### config.mk
export PLATFORM = sky130hd
export DESIGN_NAME = mdio_cmd_engine
export DESIGN_NICKNAME = d
export VERILOG_FILES = /design/src/rtl/mdio_eng_pkg.sv /design/src/rtl/mdio_eng_ctrl.sv /design/src/rtl/mdio_eng_dp.sv /design/src/rtl/mdio_cmd_engine.sv
export SDC_FILE = /design/constraint.sdc
export NUM_CORES = 1
export LEC_CHECK = 0
export BUFFER_PORTS_ARGS = -buffer_cell sky130_fd_sc_hd__buf_2
export CORE_MARGIN = 2
export CORE_UTILIZATION = 55
export CTS_CLUSTER_SIZE = 8
export DETAILED_ROUTE_END_ITERATION = 8
export HOLD_SLACK_MARGIN = 0.12
export PLACE_DENSITY = 0.89
export SKIP_LAST_GASP = 1
export SLEW_MARGIN = 20
export SYNTH_ARGS = -nofsm -noshare
export SYNTH_HDL_FRONTEND = slang
export SYNTH_SLANG_ARGS = --single-unit
### constraint.sdc
create_clock -name clk -period 2.3 [get_ports clk]
set_input_delay 0.345 -clock clk [delete_from_list [all_inputs] [get_ports clk]]
set_output_delay 0.345 -clock clk [all_outputs]
set_load 0.005 [all_outputs]
### src/rtl/mdio_eng_pkg.sv
package mdio_eng_pkg;
  localparam int FRAME_BITS     = 64;
  localparam int BIT_IDX_W      = $clog2(FRAME_BITS);
  localparam int DATA_W         = 16;
  localparam int ADDR_W         = 5;
  localparam int ACC_BIT        = 4;
  localparam int OP_BIT         = 3;
  localparam int PHY_LSB        = 11;
  localparam int REG_LSB        = 6;
  localparam int DATA_LSB       = 16;
  localparam int RD_RELEASE_BIT = 46;
  localparam int DATA_FIRST_BIT = 48;

  typedef struct packed {
    logic launch;
    logic riseEdge;
    logic fallEdge;
    logic finish;
  } engStrobe_t;
endpackage

### src/rtl/mdio_eng_ctrl.sv
module mdio_eng_ctrl
  import mdio_eng_pkg::*;
#(
  parameter int HALF_PERIOD = 4
) (
  input  logic                 clk,
  input  logic                 rstN,
  input  logic                 startReq,
  output engStrobe_t           strb,
  output logic [BIT_IDX_W-1:0] bitIdx,
  output logic                 busy,
  output logic                 mdc
);
  localparam int CNT_W = $clog2(HALF_PERIOD + 1);

  logic [CNT_W-1:0] divCnt;
  logic             tick;

  assign tick = busy && (divCnt == CNT_W'(HALF_PERIOD - 1));

  always_comb begin
    strb.launch   = startReq && !busy;
    strb.riseEdge = tick && !mdc;
    strb.fallEdge = tick && mdc;
    strb.finish   = tick && mdc && (bitIdx == BIT_IDX_W'(FRAME_BITS - 1));
  end

  always_ff @(posedge clk) begin
    if (!rstN) begin
      busy   <= 1'b0;
      mdc    <= 1'b0;
      divCnt <= '0;
      bitIdx <= '0;
    end else if (strb.launch) begin
      busy   <= 1'b1;
      mdc    <= 1'b0;
      divCnt <= '0;
      bitIdx <= '0;
    end else if (busy) begin
      divCnt <= tick ? '0 : divCnt + 1'b1;
      if (tick) mdc <= ~mdc;
      if (strb.finish) begin
        busy   <= 1'b0;
        bitIdx <= '0;
      end else if (strb.fallEdge) begin
        bitIdx <= bitIdx + 1'b1;
      end
    end
  end


  mdc_idle_low_chk: assert property (@(posedge clk) disable iff (!rstN)
    !busy |-> !mdc);
endmodule

### src/rtl/mdio_eng_dp.sv
module mdio_eng_dp
  import mdio_eng_pkg::*;
#(
  parameter bit INTEGRATED_PHY = 1'b0
) (
  input  logic                 clk,
  input  logic                 rstN,
  input  logic                 cmdWrEn,
  input  logic [31:0]          cmdWrData,
  input  engStrobe_t           strb,
  input  logic [BIT_IDX_W-1:0] bitIdx,
  input  logic                 mdioIn,
  output logic                 startReq,
  output logic                 accessBit,
  output logic [31:0]          cmdRdData,
  output logic                 mdioOut,
  output logic                 mdioOe
);
  logic [DATA_W-1:0]     dataReg;
  logic [ADDR_W-1:0]     phyReg;
  logic [ADDR_W-1:0]     regReg;
  logic                  opRead;
  logic [FRAME_BITS-1:0] frameSh;
  logic [DATA_W-1:0]     rdSh;
  logic                  oeReg;

  logic                  wrAccepted;
  logic                  addrBlocked;
  logic                  wrIsRead;
  logic [ADDR_W-1:0]     wrPhy;
  logic [ADDR_W-1:0]     wrReg;
  logic [DATA_W-1:0]     wrDat;
  logic [FRAME_BITS-1:0] newFrame;
  logic                  unusedWrBits;

  assign wrIsRead     = cmdWrData[OP_BIT];
  assign wrPhy        = cmdWrData[PHY_LSB +: ADDR_W];
  assign wrReg        = cmdWrData[REG_LSB +: ADDR_W];
  assign wrDat        = cmdWrData[DATA_LSB +: DATA_W];
  assign unusedWrBits = ^{cmdWrData[5], cmdWrData[2:0]};

  assign wrAccepted  = cmdWrEn && !accessBit;
  assign addrBlocked = INTEGRATED_PHY && (wrPhy != '0);
  assign startReq    = wrAccepted && cmdWrData[ACC_BIT] && !addrBlocked;

  assign newFrame = {32'hFFFF_FFFF, 2'b01,
                     wrIsRead ? 2'b10 : 2'b01,
                     wrPhy, wrReg,
                     wrIsRead ? 2'b11 : 2'b10,
                     wrIsRead ? {DATA_W{1'b0}} : wrDat};

  always_ff @(posedge clk) begin
    if (!rstN) begin
      dataReg   <= '0;
      phyReg    <= '0;
      regReg    <= '0;
      opRead    <= 1'b0;
      accessBit <= 1'b0;
      frameSh   <= '0;
      rdSh      <= '0;
      oeReg     <= 1'b0;
    end else begin
      if (wrAccepted) begin
        phyReg    <= wrPhy;
        regReg    <= wrReg;
        opRead    <= wrIsRead;
        dataReg   <= (cmdWrData[ACC_BIT] && addrBlocked && wrIsRead) ? '0 : wrDat;
        accessBit <= startReq;
      end
      if (strb.launch) begin
        frameSh <= newFrame;
        oeReg   <= 1'b1;
        rdSh    <= '0;
      end else begin
        if (strb.riseEdge && opRead && bitIdx >= BIT_IDX_W'(DATA_FIRST_BIT))
          rdSh <= {rdSh[DATA_W-2:0], mdioIn};
        if (strb.finish) begin
          accessBit <= 1'b0;
          oeReg     <= 1'b0;
          if (opRead) dataReg <= (rdSh == '1) ? '0 : rdSh;
        end else if (strb.fallEdge) begin
          frameSh <= frameSh << 1;
          if (opRead && bitIdx == BIT_IDX_W'(RD_RELEASE_BIT - 1)) oeReg <= 1'b0;
        end
      end
    end
  end

  assign mdioOe    = oeReg;
  assign mdioOut   = oeReg & frameSh[FRAME_BITS-1];
  assign cmdRdData = {dataReg, phyReg, regReg, 1'b0, accessBit, opRead, 3'b000};


  rd_release_chk: assert property (@(posedge clk) disable iff (!rstN)
    accessBit && opRead && bitIdx >= BIT_IDX_W'(RD_RELEASE_BIT) |-> !mdioOe);


  busy_ignore_chk: assert property (@(posedge clk) disable iff (!rstN)
    accessBit && cmdWrEn |=> $stable(phyReg) && $stable(regReg) && $stable(opRead));


  no_resp_chk: assert property (@(posedge clk) disable iff (!rstN)
    $fell(accessBit) && opRead |-> dataReg != 16'hFFFF);
endmodule

### src/rtl/mdio_cmd_engine.sv
module mdio_cmd_engine
  import mdio_eng_pkg::*;
#(
  parameter int HALF_PERIOD    = 4,
  parameter bit INTEGRATED_PHY = 1'b0
) (
  input  logic        clk,
  input  logic        rstN,
  input  logic        cmdWrEn,
  input  logic [31:0] cmdWrData,
  output logic [31:0] cmdRdData,
  output logic        mdc,
  output logic        mdioOut,
  output logic        mdioOe,
  input  logic        mdioIn
);
  engStrobe_t           strb;
  logic [BIT_IDX_W-1:0] bitIdx;
  logic                 busy;
  logic                 startReq;
  logic                 accessBit;

  mdio_eng_ctrl #(.HALF_PERIOD(HALF_PERIOD)) uCtrl (
    .clk(clk), .rstN(rstN), .startReq(startReq),
    .strb(strb), .bitIdx(bitIdx), .busy(busy), .mdc(mdc)
  );

  mdio_eng_dp #(.INTEGRATED_PHY(INTEGRATED_PHY)) uDp (
    .clk(clk), .rstN(rstN), .cmdWrEn(cmdWrEn), .cmdWrData(cmdWrData),
    .strb(strb), .bitIdx(bitIdx), .mdioIn(mdioIn),
    .startReq(startReq), .accessBit(accessBit), .cmdRdData(cmdRdData),
    .mdioOut(mdioOut), .mdioOe(mdioOe)
  );


  acc_busy_chk: assert property (@(posedge clk) disable iff (!rstN)
    accessBit == busy);


  phy_filter_chk: assert property (@(posedge clk) disable iff (!rstN)
    strb.launch |-> !(INTEGRATED_PHY && cmdWrData[15:11] != 5'd0));
endmodule

## After elaboration in Yosys (flattened, before gate mapping)

Cells that the tools add are included.

| word-level totals | value |
|---|---|
| register bits | 120 |
| latch bits | 0 |
| RAM bits | 0 |
| ROM bits | 0 |
| bits of input ports | 36 |
| output and inout bits | 35 |
| word-level logic and storage cells | 72 |
| memories kept | 0 |

| operators by class | value |
|---|---|
| $add $sub $neg | 2 |
| multipliers | 0 |
| divide/modulo/power cells | 0 |
| order comparisons | 1 |
| equal/unequal tests | 5 |
| shifts and indexed selects | 0 |
| multiplexer cells | 24 |
| bitwise operators | 4 |
| reduce and logical (&&, ||, !) cells | 23 |

Operator list:

| kind | count |
|---|---|
| two-way mux 64 bit | 3 |
| two-way mux 16 bit | 6 |
| == test 16 bit, second input constant | 1 |
| == test 6 bit, second input constant | 2 |
| two-way mux 6 bit | 2 |
| two-way mux 1 bit | 11 |
| logical AND 1 bit | 10 |
| AND reduction 2 bit | 5 |
| adder 6 x 1 -> 6 bit, second input constant | 1 |
| greater-or-equal comparator 6 bit, second input constant | 1 |
| nonzero test 3 bit | 2 |
| nonzero test 2 bit | 2 |
| adder 3 x 1 -> 3 bit, second input constant | 1 |
| == test 3 x 2 -> 1 bit, second input constant | 1 |
| zero test 1 bit | 3 |
| two-way mux 3 bit | 1 |
| NOT 1 bit | 3 |
| two-way mux 2 bit | 1 |
| != test 2 x 1 -> 1 bit, second input constant | 1 |
| OR reduction 2 bit | 1 |
| AND 1 bit | 1 |

## Logic depth before layout (Yosys ltp)

Gate-level depths: netlist (run 1).

| logic depth | value |
|---|---|
| depth after elaboration | 7 |
| gate-level depth with buffers | 8 |
| mapped depth without buffers | 5 |

## Modules after synthesis

Synthesis (run 1) repeated with hierarchy kept, for this count alone.

| second synthesis, totals | value |
|---|---|
| cells, all modules | 524 |
| area total of the unflattened synthesis | 4986.0 um2 |

Modules (own cells, without submodules):

| module | instances | cells an instance | area an instance (um2) | sequential area each (um2) |
|---|---|---|---|---|
| mdio_eng_dp | 1 | 468 | 4479.3 | 2182.1 |
| mdio_eng_ctrl | 1 | 56 | 506.7 | 220.2 |

## Worst setup path before layout (run 1)

No wires, ideal clock.

| path | value |
|---|---|
| path type | flip-flop to flip-flop |
| from | reg uCtrl.divCnt[0] |
| to | reg uDp.frameSh[11] |
| setup time | 0.128 ns |
| arrival | 1.524 ns |
| data required time | 2.172 ns |
| setup slack | 0.648 ns |
| stages on the path, launching flop included | 9 |
| path buffers | 3 |
| clock period less this slack | 1.652 ns |
| cells stage by stage | dfxtp_1 -> ha_1 -> and4b_1 -> buf_4 -> o21ai_2 -> buf_6 -> buf_6 -> mux2i_1 -> o21ai_1 |

| on the way | value |
|---|---|
| word-level cells in the longest chain between the ends | 6 |
| elaborated cells between the ends (all ways) | 7 |
| classes of those cells | 2 x eq/ne; 5 x reduce/logical |

RTL lines:

| item | line | source |
|---|---|---|
| start, declared | mdio_eng_ctrl.sv:16 | `logic [CNT_W-1:0] divCnt;` |
| start signal, assigned | mdio_eng_ctrl.sv:40 | `divCnt <= tick ? '0 : divCnt + 1'b1;` |
| == test 3 x 2 -> 1 bit (*) | mdio_eng_ctrl.sv:19 | `assign tick = busy && (divCnt == CNT_W'(HALF_PERIOD - 1));` |
| logical AND 1 bit (*) | mdio_eng_ctrl.sv:19 |  |
| logical AND 1 bit (*) | mdio_eng_ctrl.sv:24, mdio_eng_ctrl.sv:25 |  |
| logical AND 1 bit | mdio_eng_ctrl.sv:25 | `strb.finish = tick && mdc && (bitIdx == BIT_IDX_W'(FRAME_BITS - 1));` |
| != test 2 x 1 -> 1 bit (no source line) | -- |  |
| AND reduction 2 bit (no source line) (*) | -- |  |
| end signal, assigned | mdio_eng_dp.sv:71 | `frameSh <= newFrame;` |
| end signal, assigned | mdio_eng_dp.sv:82 | `frameSh <= frameSh << 1;` |
| end, declared | mdio_eng_dp.sv:23 | `logic [FRAME_BITS-1:0] frameSh;` |

Every way passes the cells marked *; elsewhere a longest branch is shown, timed or not.
A chain may end at the register's enable or synchronous reset.

## Final worst setup path (run 1)

| path | value |
|---|---|
| from | reg uCtrl.bitIdx[0] |
| to | reg uDp.frameSh[5] |

| on the way | value |
|---|---|
| word-level cells in the longest chain between the ends | 4 |

RTL lines:

| item | line | source |
|---|---|---|
| start, declared | mdio_eng_ctrl.sv:10 | `output logic [BIT_IDX_W-1:0] bitIdx,` |
| start signal, assigned | mdio_eng_ctrl.sv:46 | `bitIdx <= bitIdx + 1'b1;` |
| == test 6 bit | mdio_eng_ctrl.sv:25 |  |
| logical AND 1 bit | mdio_eng_ctrl.sv:25 |  |
| != test 2 x 1 -> 1 bit (no source line) | -- |  |
| AND reduction 2 bit (no source line) | -- |  |

Every way passes these cells.

==> impl_metrics.prom, run 1 <==
# TYPE chip_impl_metric gauge
chip_impl_metric{name="antenna_cells",unit=""} 0
chip_impl_metric{name="worst_ep_arrival_time",unit="ps"} 2390
chip_impl_metric{name="detailedRoute.firstPassIterationCount",unit=""} 5
chip_impl_info{name="critPathKind",value="reg2reg"} 1
chip_impl_metric{name="initial_utilization",unit=""} 0.572
chip_impl_metric{name="count_of_unique_library_cells_instantiated_by_yosys",unit=""} 48
chip_impl_metric{name="post-route-period-util",unit=""} 0.873
chip_impl_metric{name="worst_ep_required_time",unit="ps"} 2690
chip_impl_info{name="tritoncts",value="yes"} 1
chip_impl_info{name="critical-path-top-delay-family",value="compound AO/OA/AOI/OAI gates"} 1
chip_impl_info{name="yosysMostFrequentCell",value="sky130_fd_sc_hd__dfxtp_1"} 1
chip_impl_metric{name="antenna_found_initial",unit=""} 0
chip_impl_metric{name="critPathMaxStageDelay",unit="ps"} 390
chip_impl_metric{name="core",unit="sq mm"} 0.00876
chip_impl_metric{name="clkSinkCount",unit=""} 120
chip_impl_metric{name="detailedPlace.worstSlack",unit="ps"} 312
chip_impl_metric{name="floorplan.die.width",unit="um"} 99.4
chip_impl_metric{name="grt_start_max_net_pins",unit=""} 61
chip_impl_metric{name="clk_pin_slew_worst_paths",unit="ps"} 60
chip_impl_metric{name="synth_enable_flop_cells",unit=""} 0
chip_impl_metric{name="drt_iter0_drc",unit=""} 261
chip_impl_info{name="hp-class",value="in2reg"} 1
chip_impl_info{name="critical_path.endpoint_type",value="flip-flop"} 1
chip_impl_metric{name="drt-total-wl",unit="mm"} 11.8
chip_impl_info{name="netlist_top_cells_area",value="sky130_fd_sc_hd__dfxtp_1, sky130_fd_sc_hd__nor3_1, sky130_fd_sc_hd__mux2i_1"} 1
chip_impl_metric{name="insertion_delay",unit="ps"} 510
chip_impl_info{name="cts_root_buffer",value="sky130_fd_sc_hd__clkbuf_8"} 1
chip_impl_metric{name="totalNegativeSetupSlack",unit="ps"} 0
chip_impl_info{name="ys_top_cells_by_count",value="sky130_fd_sc_hd__dfxtp_1, sky130_fd_sc_hd__nand2_1, sky130_fd_sc_hd__nor3_1"} 1
chip_impl_metric{name="gp_congestion",unit=""} 0.805
chip_impl_metric{name="minimum_clock_period_after_layout",unit="ps"} 2010
chip_impl_metric{name="postCtsSetupBuffers",unit=""} 0
chip_impl_metric{name="largest_fanout_on_the_critical_path",unit=""} 60
chip_impl_metric{name="total_vias_in_the_final_route",unit=""} 4296
chip_impl_metric{name="reg2reg_slack",unit="ps"} 290
chip_impl_metric{name="syn_to_final_growth",unit="%"} 23.5
chip_impl_info{name="grt_setup_unrepaired",value="false"} 1
chip_impl_metric{name="cp.buffers_inverters",unit=""} 1
chip_impl_metric{name="finalHoldViolations",unit=""} 0
chip_impl_metric{name="floorplan.die.height",unit="um"} 99.4
chip_impl_metric{name="port_buffers",unit=""} 62
chip_impl_metric{name="filler_cell_count",unit=""} 609
chip_impl_metric{name="slew_worst_pin",unit="ps"} 662
chip_impl_metric{name="count_of_placed_standard_cells_including_taps",unit=""} 697
chip_impl_metric{name="first_global_vias",unit=""} 4184
chip_impl_metric{name="final.setup_skew",unit="ps"} 7.69
chip_impl_metric{name="maxCapViolCount",unit=""} 0
chip_impl_metric{name="clock_tree.buffer_depth",unit=""} 2
chip_impl_metric{name="fp.dieArea",unit="sq mm"} 0.00989
chip_impl_metric{name="ys.warnings.count",unit=""} 0
chip_impl_metric{name="vdd_drop_max",unit="mV"} 0.631
chip_impl_metric{name="cts.htree.levels",unit=""} 4
chip_impl_metric{name="cts-buffers-inserted",unit=""} 17
chip_impl_metric{name="final_cell_count_no_fill",unit=""} 755
chip_impl_metric{name="final_layout_size_suffix_gt1_frac",unit=""} 0.210
chip_impl_metric{name="synth_top_area_frac",unit=""} 0.480
chip_impl_metric{name="final_net_count",unit=""} 673
chip_impl_metric{name="timing_max_transition_violations_final",unit=""} 0
chip_impl_metric{name="layout_setup_ws",unit="ps"} 293
chip_impl_info{name="status",value="finished clean"} 1
chip_impl_metric{name="power.total",unit="W"} 0.00543
chip_impl_info{name="crit_path_cell_trace",value="ha_1 -> nand3_1 -> o21ai_4 -> buf_12 -> mux2i_1 -> o21ai_1"} 1
chip_impl_metric{name="setup-violations-final",unit=""} 0
chip_impl_info{name="worst_path_max_delay_cell",value="sky130_fd_sc_hd__dfxtp_1"} 1
chip_impl_info{name="ys.flop_type",value="sky130_fd_sc_hd__dfxtp_1"} 1
chip_impl_metric{name="synthesis.area",unit="sq mm"} 0.00501
chip_impl_metric{name="fmaxAchievable",unit="GHz"} 0.498
chip_impl_metric{name="post_synth.cell_area_avg",unit="sq um"} 8.90
chip_impl_metric{name="leakagePower",unit="nW"} 2.61
chip_impl_info{name="post-synth-top-area-cell",value="sky130_fd_sc_hd__dfxtp_1"} 1
chip_impl_metric{name="post_drt_via_cell_ratio",unit=""} 5.69
chip_impl_metric{name="route.antenna.remaining_nets",unit=""} 0
chip_impl_metric{name="grt_use_total",unit=""} 0.247
chip_impl_metric{name="power_per_cell_area",unit="mW/mm^2"} 878
chip_impl_metric{name="design.portCount",unit=""} 71
chip_impl_metric{name="slew_headroom",unit=""} 0.558
chip_impl_metric{name="synth_async_sr_flop_share",unit=""} 0
chip_impl_metric{name="synth_seq_area_share",unit=""} 0.480
chip_impl_metric{name="grt_pass1_wl",unit="mm"} 19.6
chip_impl_metric{name="drt-wirelength-per-cell",unit="um"} 15.6
chip_impl_metric{name="global_route.overflow_total",unit=""} 0
chip_impl_metric{name="fp-row-count",unit=""} 34
chip_impl_metric{name="drc",unit=""} 0
chip_impl_metric{name="dp.final_hpwl",unit="mm"} 7.22
chip_impl_metric{name="postSynthCellCount",unit=""} 563
chip_impl_info{name="worstSetupStartpointType",value="flip-flop"} 1
chip_impl_metric{name="synth-seq-cells",unit=""} 120
path summary, 6_finish.rpt:
| kind | from | to | cells after the start |
|---|---|---|---|
| worst max-delay path | uCtrl.bitIdx[0] | uDp.frameSh[5] | 6 |
| worst min-delay path | cmdWrData[3] | uDp.opRead | 3 |
| worst max register to register | uCtrl.bitIdx[0] | uDp.frameSh[5] | 6 |
| worst min register to register | uDp.phyReg[0] | uDp.phyReg[0] | 2 |
flip-flops by register name (all words and copies together), names as in the netlist, 3 cells and up:
name	flops
uDp.rdSh	16
uCtrl.bitIdx	6
uDp.regReg	5
uCtrl.divCnt	3
uDp.dataReg	16
uDp.frameSh	64
uDp.phyReg	5
report_power, final:
part	internal, W	total, W	switching [W]	leakage, nW
Sequential	0.00218	0.00224	0.0000587	0.980
Clock	0.00188	0.00280	0.000921	0.304
Combinational	0.000189	0.000392	0.000204	1.32
Total	0.00425	0.00543	0.00118	2.61
tightest hold or removal path, delay by kind of cell:
family,cells,cell delay [ps]
buf+inv,1,140
compound gates,1,50
simple gates,1,60
stage by stage:
| stage | hold slack [ps] | utilization | area [sq um] |
|---|---|---|---|
| 3_3_place_gp | 439 | 0.604 | 5290 |
| 6_report | 147 | 0.706 | 6190 |
| 5_1_grt | 140 | 0.706 | 6190 |
| 4_1_cts | 128 | 0.706 | 6190 |
| 2_1_floorplan | 433 | - | 5020 |
| 3_5_place_dp | 444 | 0.604 | 5290 |
layer usage:
metal  share of wire  track usage  routed length (um)  up-vias
met1            0.42        0.291                4970     2071
met2            0.52        0.431                6140      122
li1                -            -                   -     2091
met4          0.0097        0.107                 114        0
met3           0.048       0.0569                 567       12
met5               0            0                   0        -
kinds of logic (layout without fill, tap and decap cells):
| logic type | after synthesis | count (layout) | share of synthesized area |
|---|---|---|---|
| buffers and inverters | 52 | 133 | 0.0622 |
| multiplexers | 49 | 49 | 0.102 |
| XOR/XNOR | 3 | 3 | 0.00525 |
| flip-flops | 120 | 120 | 0.480 |
| AO/OA/AOI/OAI | 93 | 93 | 0.103 |
| AND/OR/NAND/NOR | 242 | 242 | 0.240 |
| other | 1 | 4 | 0.000749 |
| adder cells (fa/ha/maj) | 3 | 3 | 0.00749 |
cell usage in the layout, fill, tap and decap left out, types with 2 or more instances in the layout:
cell type	netlist	final
sky130_fd_sc_hd__nor2_1	60	60
sky130_fd_sc_hd__bufinv_16	0	4
sky130_fd_sc_hd__mux2_2	16	16
sky130_fd_sc_hd__a21oi_1	41	41
sky130_fd_sc_hd__o21ai_1	25	25
sky130_fd_sc_hd__or3_1	3	3
sky130_fd_sc_hd__nor3_2	7	7
sky130_fd_sc_hd__a22oi_1	9	9
sky130_fd_sc_hd__nor3_1	67	67
sky130_fd_sc_hd__nand2b_1	2	2
sky130_fd_sc_hd__mux2i_1	33	33
sky130_fd_sc_hd__nand3_1	16	16
sky130_fd_sc_hd__dlygate4sd3_1	0	26
sky130_fd_sc_hd__xor2_1	2	2
sky130_fd_sc_hd__nand4_1	6	6
sky130_fd_sc_hd__o21ai_0	9	9
sky130_fd_sc_hd__clkinvlp_4	0	3
sky130_fd_sc_hd__buf_12	0	3
sky130_fd_sc_hd__dfxtp_1	120	120
sky130_fd_sc_hd__nand2_1	67	67
sky130_fd_sc_hd__a31oi_1	2	2
sky130_fd_sc_hd__buf_2	15	62
sky130_fd_sc_hd__clkbuf_16	0	16
sky130_fd_sc_hd__ha_1	3	3
sky130_fd_sc_hd__clkbuf_8	0	5
sky130_fd_sc_hd__conb_1	1	4
sky130_fd_sc_hd__buf_4	10	8
timing repair:
action	in CTS	in global routing
endpoints found under the hold margin	26	0
hold buffers	26	0
gates resized for setup	0	0
cell type report:
cell class	count	area [sq um]	area share
clock buffers	22	473	0.0764
clock inverters	10	165	0.0267
inverters	2	7.51	0.00121
multi-input cells	394	2310	0.374
flip-flops and latches	120	2400	0.388
well taps	108	135	0.0218
repair buffers	99	691	0.112
(Power assumes the default switching activity.)
==> run 2, diff against run 1 <==
GPL_TIMING_DRIVEN = 0   (was not set)
==> run 2 against run 1 <==
Effect of this change:
- die area did not move
- clock skew fell by 0.63 ps
- register-to-register slack improved by 110 ps
- first-iteration DRC count fell by 30%
- maximum frequency rose by 5.7%
- largest power group unchanged
- via count rose by 5.9%
- utilization rose by 1.7 points
==> impl_metrics.prom, run 2 (synthesis results as in run 1) <==
# TYPE chip_impl_metric gauge
chip_impl_metric{name="final_layout_size_suffix_gt1_frac",unit=""} 0.229
chip_impl_metric{name="post_dp_cell_area",unit="sq mm"} 0.00547
chip_impl_metric{name="detailedRoute.firstPassIterationCount",unit=""} 5
chip_impl_info{name="grt_setup_unrepaired",value="false"} 1
chip_impl_metric{name="cts-buffers-inserted",unit=""} 17
chip_impl_metric{name="drt_iter0_drc",unit=""} 183
chip_impl_info{name="critPathKind",value="reg2reg"} 1
chip_impl_info{name="critical_path.endpoint_type",value="flip-flop"} 1
chip_impl_metric{name="syn_to_final_growth",unit="%"} 26.4
chip_impl_info{name="whs_endpoint",value="uDp.opRead"} 1
chip_impl_info{name="status",value="finished clean"} 1
chip_impl_metric{name="setup-violations-final",unit=""} 0
chip_impl_metric{name="antenna_found_initial",unit=""} 0
chip_impl_metric{name="total_vias_in_the_final_route",unit=""} 4550
chip_impl_info{name="reg_top3",value="uDp.frameSh: 64 flops, uDp.dataReg: 16 flops, uDp.rdSh: 16 flops"} 1
chip_impl_metric{name="minimum_clock_period_after_layout",unit="ps"} 1900
chip_impl_metric{name="drt-wirelength-per-cell",unit="um"} 16.6
chip_impl_metric{name="maxCapViolCount",unit=""} 0
chip_impl_metric{name="slew_headroom",unit=""} 0.527
chip_impl_info{name="mostFrequentLayoutCells",value="sky130_fd_sc_hd__dfxtp_1, sky130_fd_sc_hd__buf_2, sky130_fd_sc_hd__nand2_1, sky130_fd_sc_hd__nor3_1, sky130_fd_sc_hd__nor2_1"} 1
chip_impl_metric{name="clk_pin_slew_worst_paths",unit="ps"} 60
chip_impl_metric{name="design.portCount",unit=""} 71
chip_impl_metric{name="first_global_vias",unit=""} 4575
chip_impl_metric{name="final.setup_skew",unit="ps"} 7.06
chip_impl_info{name="final_common_cell",value="sky130_fd_sc_hd__dfxtp_1"} 1
chip_impl_metric{name="power.total",unit="W"} 0.00539
chip_impl_info{name="r2r_end",value="uDp.frameSh[11]"} 1
chip_impl_info{name="cts_root_buffer",value="sky130_fd_sc_hd__clkbuf_8"} 1
chip_impl_metric{name="floorplan.die.height",unit="um"} 99.4
chip_impl_metric{name="insertion_delay",unit="ps"} 530
chip_impl_metric{name="post-route-period-util",unit=""} 0.826
chip_impl_info{name="critical_hold_path_startpoint",value="cmdWrData[3]"} 1
chip_impl_metric{name="largest_reg_flops",unit=""} 64
chip_impl_metric{name="core",unit="sq mm"} 0.00876
chip_impl_metric{name="ff2ff_path_depth",unit=""} 6
chip_impl_metric{name="finalHoldViolations",unit=""} 0
chip_impl_info{name="worst_setup_path_startpoint",value="uCtrl.busy"} 1
chip_impl_metric{name="fp-row-count",unit=""} 34
chip_impl_metric{name="route.antenna.remaining_nets",unit=""} 0
chip_impl_metric{name="totalNegativeSetupSlack",unit="ps"} 0
chip_impl_metric{name="layout_setup_ws",unit="ps"} 401
chip_impl_info{name="worstSetupStartpointType",value="flip-flop"} 1
chip_impl_metric{name="reg2reg_slack",unit="ps"} 400
chip_impl_info{name="tritoncts",value="yes"} 1
chip_impl_info{name="reg2reg_from",value="uCtrl.busy"} 1
chip_impl_metric{name="clkSinkCount",unit=""} 120
chip_impl_metric{name="worst_ep_arrival_time",unit="ps"} 2280
chip_impl_info{name="largest-register",value="uDp.frameSh"} 1
chip_impl_metric{name="grt_start_max_net_pins",unit=""} 17
chip_impl_metric{name="gp_congestion",unit=""} 0.825
chip_impl_metric{name="vdd_drop_max",unit="mV"} 0.492
chip_impl_metric{name="dp.final_hpwl",unit="mm"} 8.37
chip_impl_metric{name="clock_tree.buffer_depth",unit=""} 2
chip_impl_metric{name="hold_path_depth",unit=""} 3
chip_impl_metric{name="post_drt_via_cell_ratio",unit=""} 5.74
chip_impl_metric{name="initial_utilization",unit=""} 0.572
chip_impl_metric{name="power_per_cell_area",unit="mW/mm^2"} 851
chip_impl_metric{name="fmaxAchievable",unit="GHz"} 0.527
chip_impl_metric{name="floorplan.die.width",unit="um"} 99.4
chip_impl_metric{name="global_route.overflow_total",unit=""} 0
chip_impl_metric{name="cts.htree.levels",unit=""} 4
chip_impl_metric{name="drc",unit=""} 0
chip_impl_metric{name="largest_fanout_on_the_critical_path",unit=""} 10
chip_impl_metric{name="postCtsResizedCells",unit=""} 0
chip_impl_metric{name="timing_max_transition_violations_final",unit=""} 0
chip_impl_metric{name="grt_use_total",unit=""} 0.278
chip_impl_metric{name="detailedPlace.worstSlack",unit="ps"} 429
chip_impl_metric{name="port_buffers",unit=""} 62
chip_impl_info{name="hp-class",value="in2reg"} 1
chip_impl_metric{name="antenna_cells",unit=""} 0
chip_impl_metric{name="multi_input_area",unit="sq mm"} 0.00231
chip_impl_metric{name="leakagePower",unit="nW"} 2.71
chip_impl_metric{name="final_net_count",unit=""} 712
chip_impl_metric{name="drt-total-wl",unit="mm"} 13.2
chip_impl_metric{name="filler_cell_count",unit=""} 629
chip_impl_metric{name="worst_ep_required_time",unit="ps"} 2680
chip_impl_metric{name="worst_hold_slack",unit="ps"} 128
chip_impl_metric{name="fp.dieArea",unit="sq mm"} 0.00989
chip_impl_metric{name="slew_worst_pin",unit="ps"} 709
chip_impl_metric{name="design_area",unit="sq mm"} 0.00633
chip_impl_metric{name="grt_pass1_wl",unit="mm"} 21.7
chip_impl_metric{name="regArea",unit="sq mm"} 0.00240
[run 2: changes by cell type in the layout (fill, tap and decap cells not counted), sizes merged]
cell,before,now
buf,73,98
clkbuf,22,33
clkinv,2,6
clkinvlp,3,2
inv,3,2
[run 2: critical path, stage by stage, from the launching register on]
cell and delay (ps):
sky130_fd_sc_hd__dfxtp_1 320, sky130_fd_sc_hd__buf_4 180, sky130_fd_sc_hd__nand4bb_1 170, sky130_fd_sc_hd__buf_2 200, sky130_fd_sc_hd__nand2_1 190, sky130_fd_sc_hd__clkbuf_1 530, sky130_fd_sc_hd__o21ai_1 170
[run 2: worst max path at each step]
stage	slack, ps	to	depth (start not counted)
2_1_floorplan	650	uDp.frameSh[11]	8
3_3_place_gp	530	uDp.frameSh[13]	8
3_5_place_dp	430	uDp.rdSh[9]	6
4_1_cts	400	uDp.frameSh[11]	6
5_1_grt	280	uDp.frameSh[5]	7
6_report	400	uDp.frameSh[11]	6
[run 2: per-layer routing]
metal,share of wire,GRT usage
met5,0,0
met3,0.077,0.0731
met4,0.019,0.104
met2,0.51,0.490
met1,0.39,0.324
[run 2: through the flow]
stage	instances	util
final	793	0.723
after global routing	793	0.723
after CTS	793	0.723
after detailed placement	736	0.624
after global placement	736	0.624
after floorplan	566	-
[run 2: final cells by class]
class,instances,area share
buffer,50,0.0480
clock buffer,19,0.0681
clock inverter,12,0.0278
inverter,2,0.00119
multi-input combinational,394,0.364
sequential,120,0.379
tap,108,0.0213
timing repair buffer,88,0.0901
[run 2: what timing repair did]
action                                 in CTS  in global routing
setup endpoints to repair                   0                  0
buffers inserted                            0                  0
endpoints found under the hold margin      26                  0
hold buffers                               26                  0
[run 2: power by group]
group,total (W),internal [W],switching (W)
sequential,0.00224,0.00218,0.0000616
clock,0.00273,0.00178,0.000950
combinational,0.000417,0.000197,0.000220
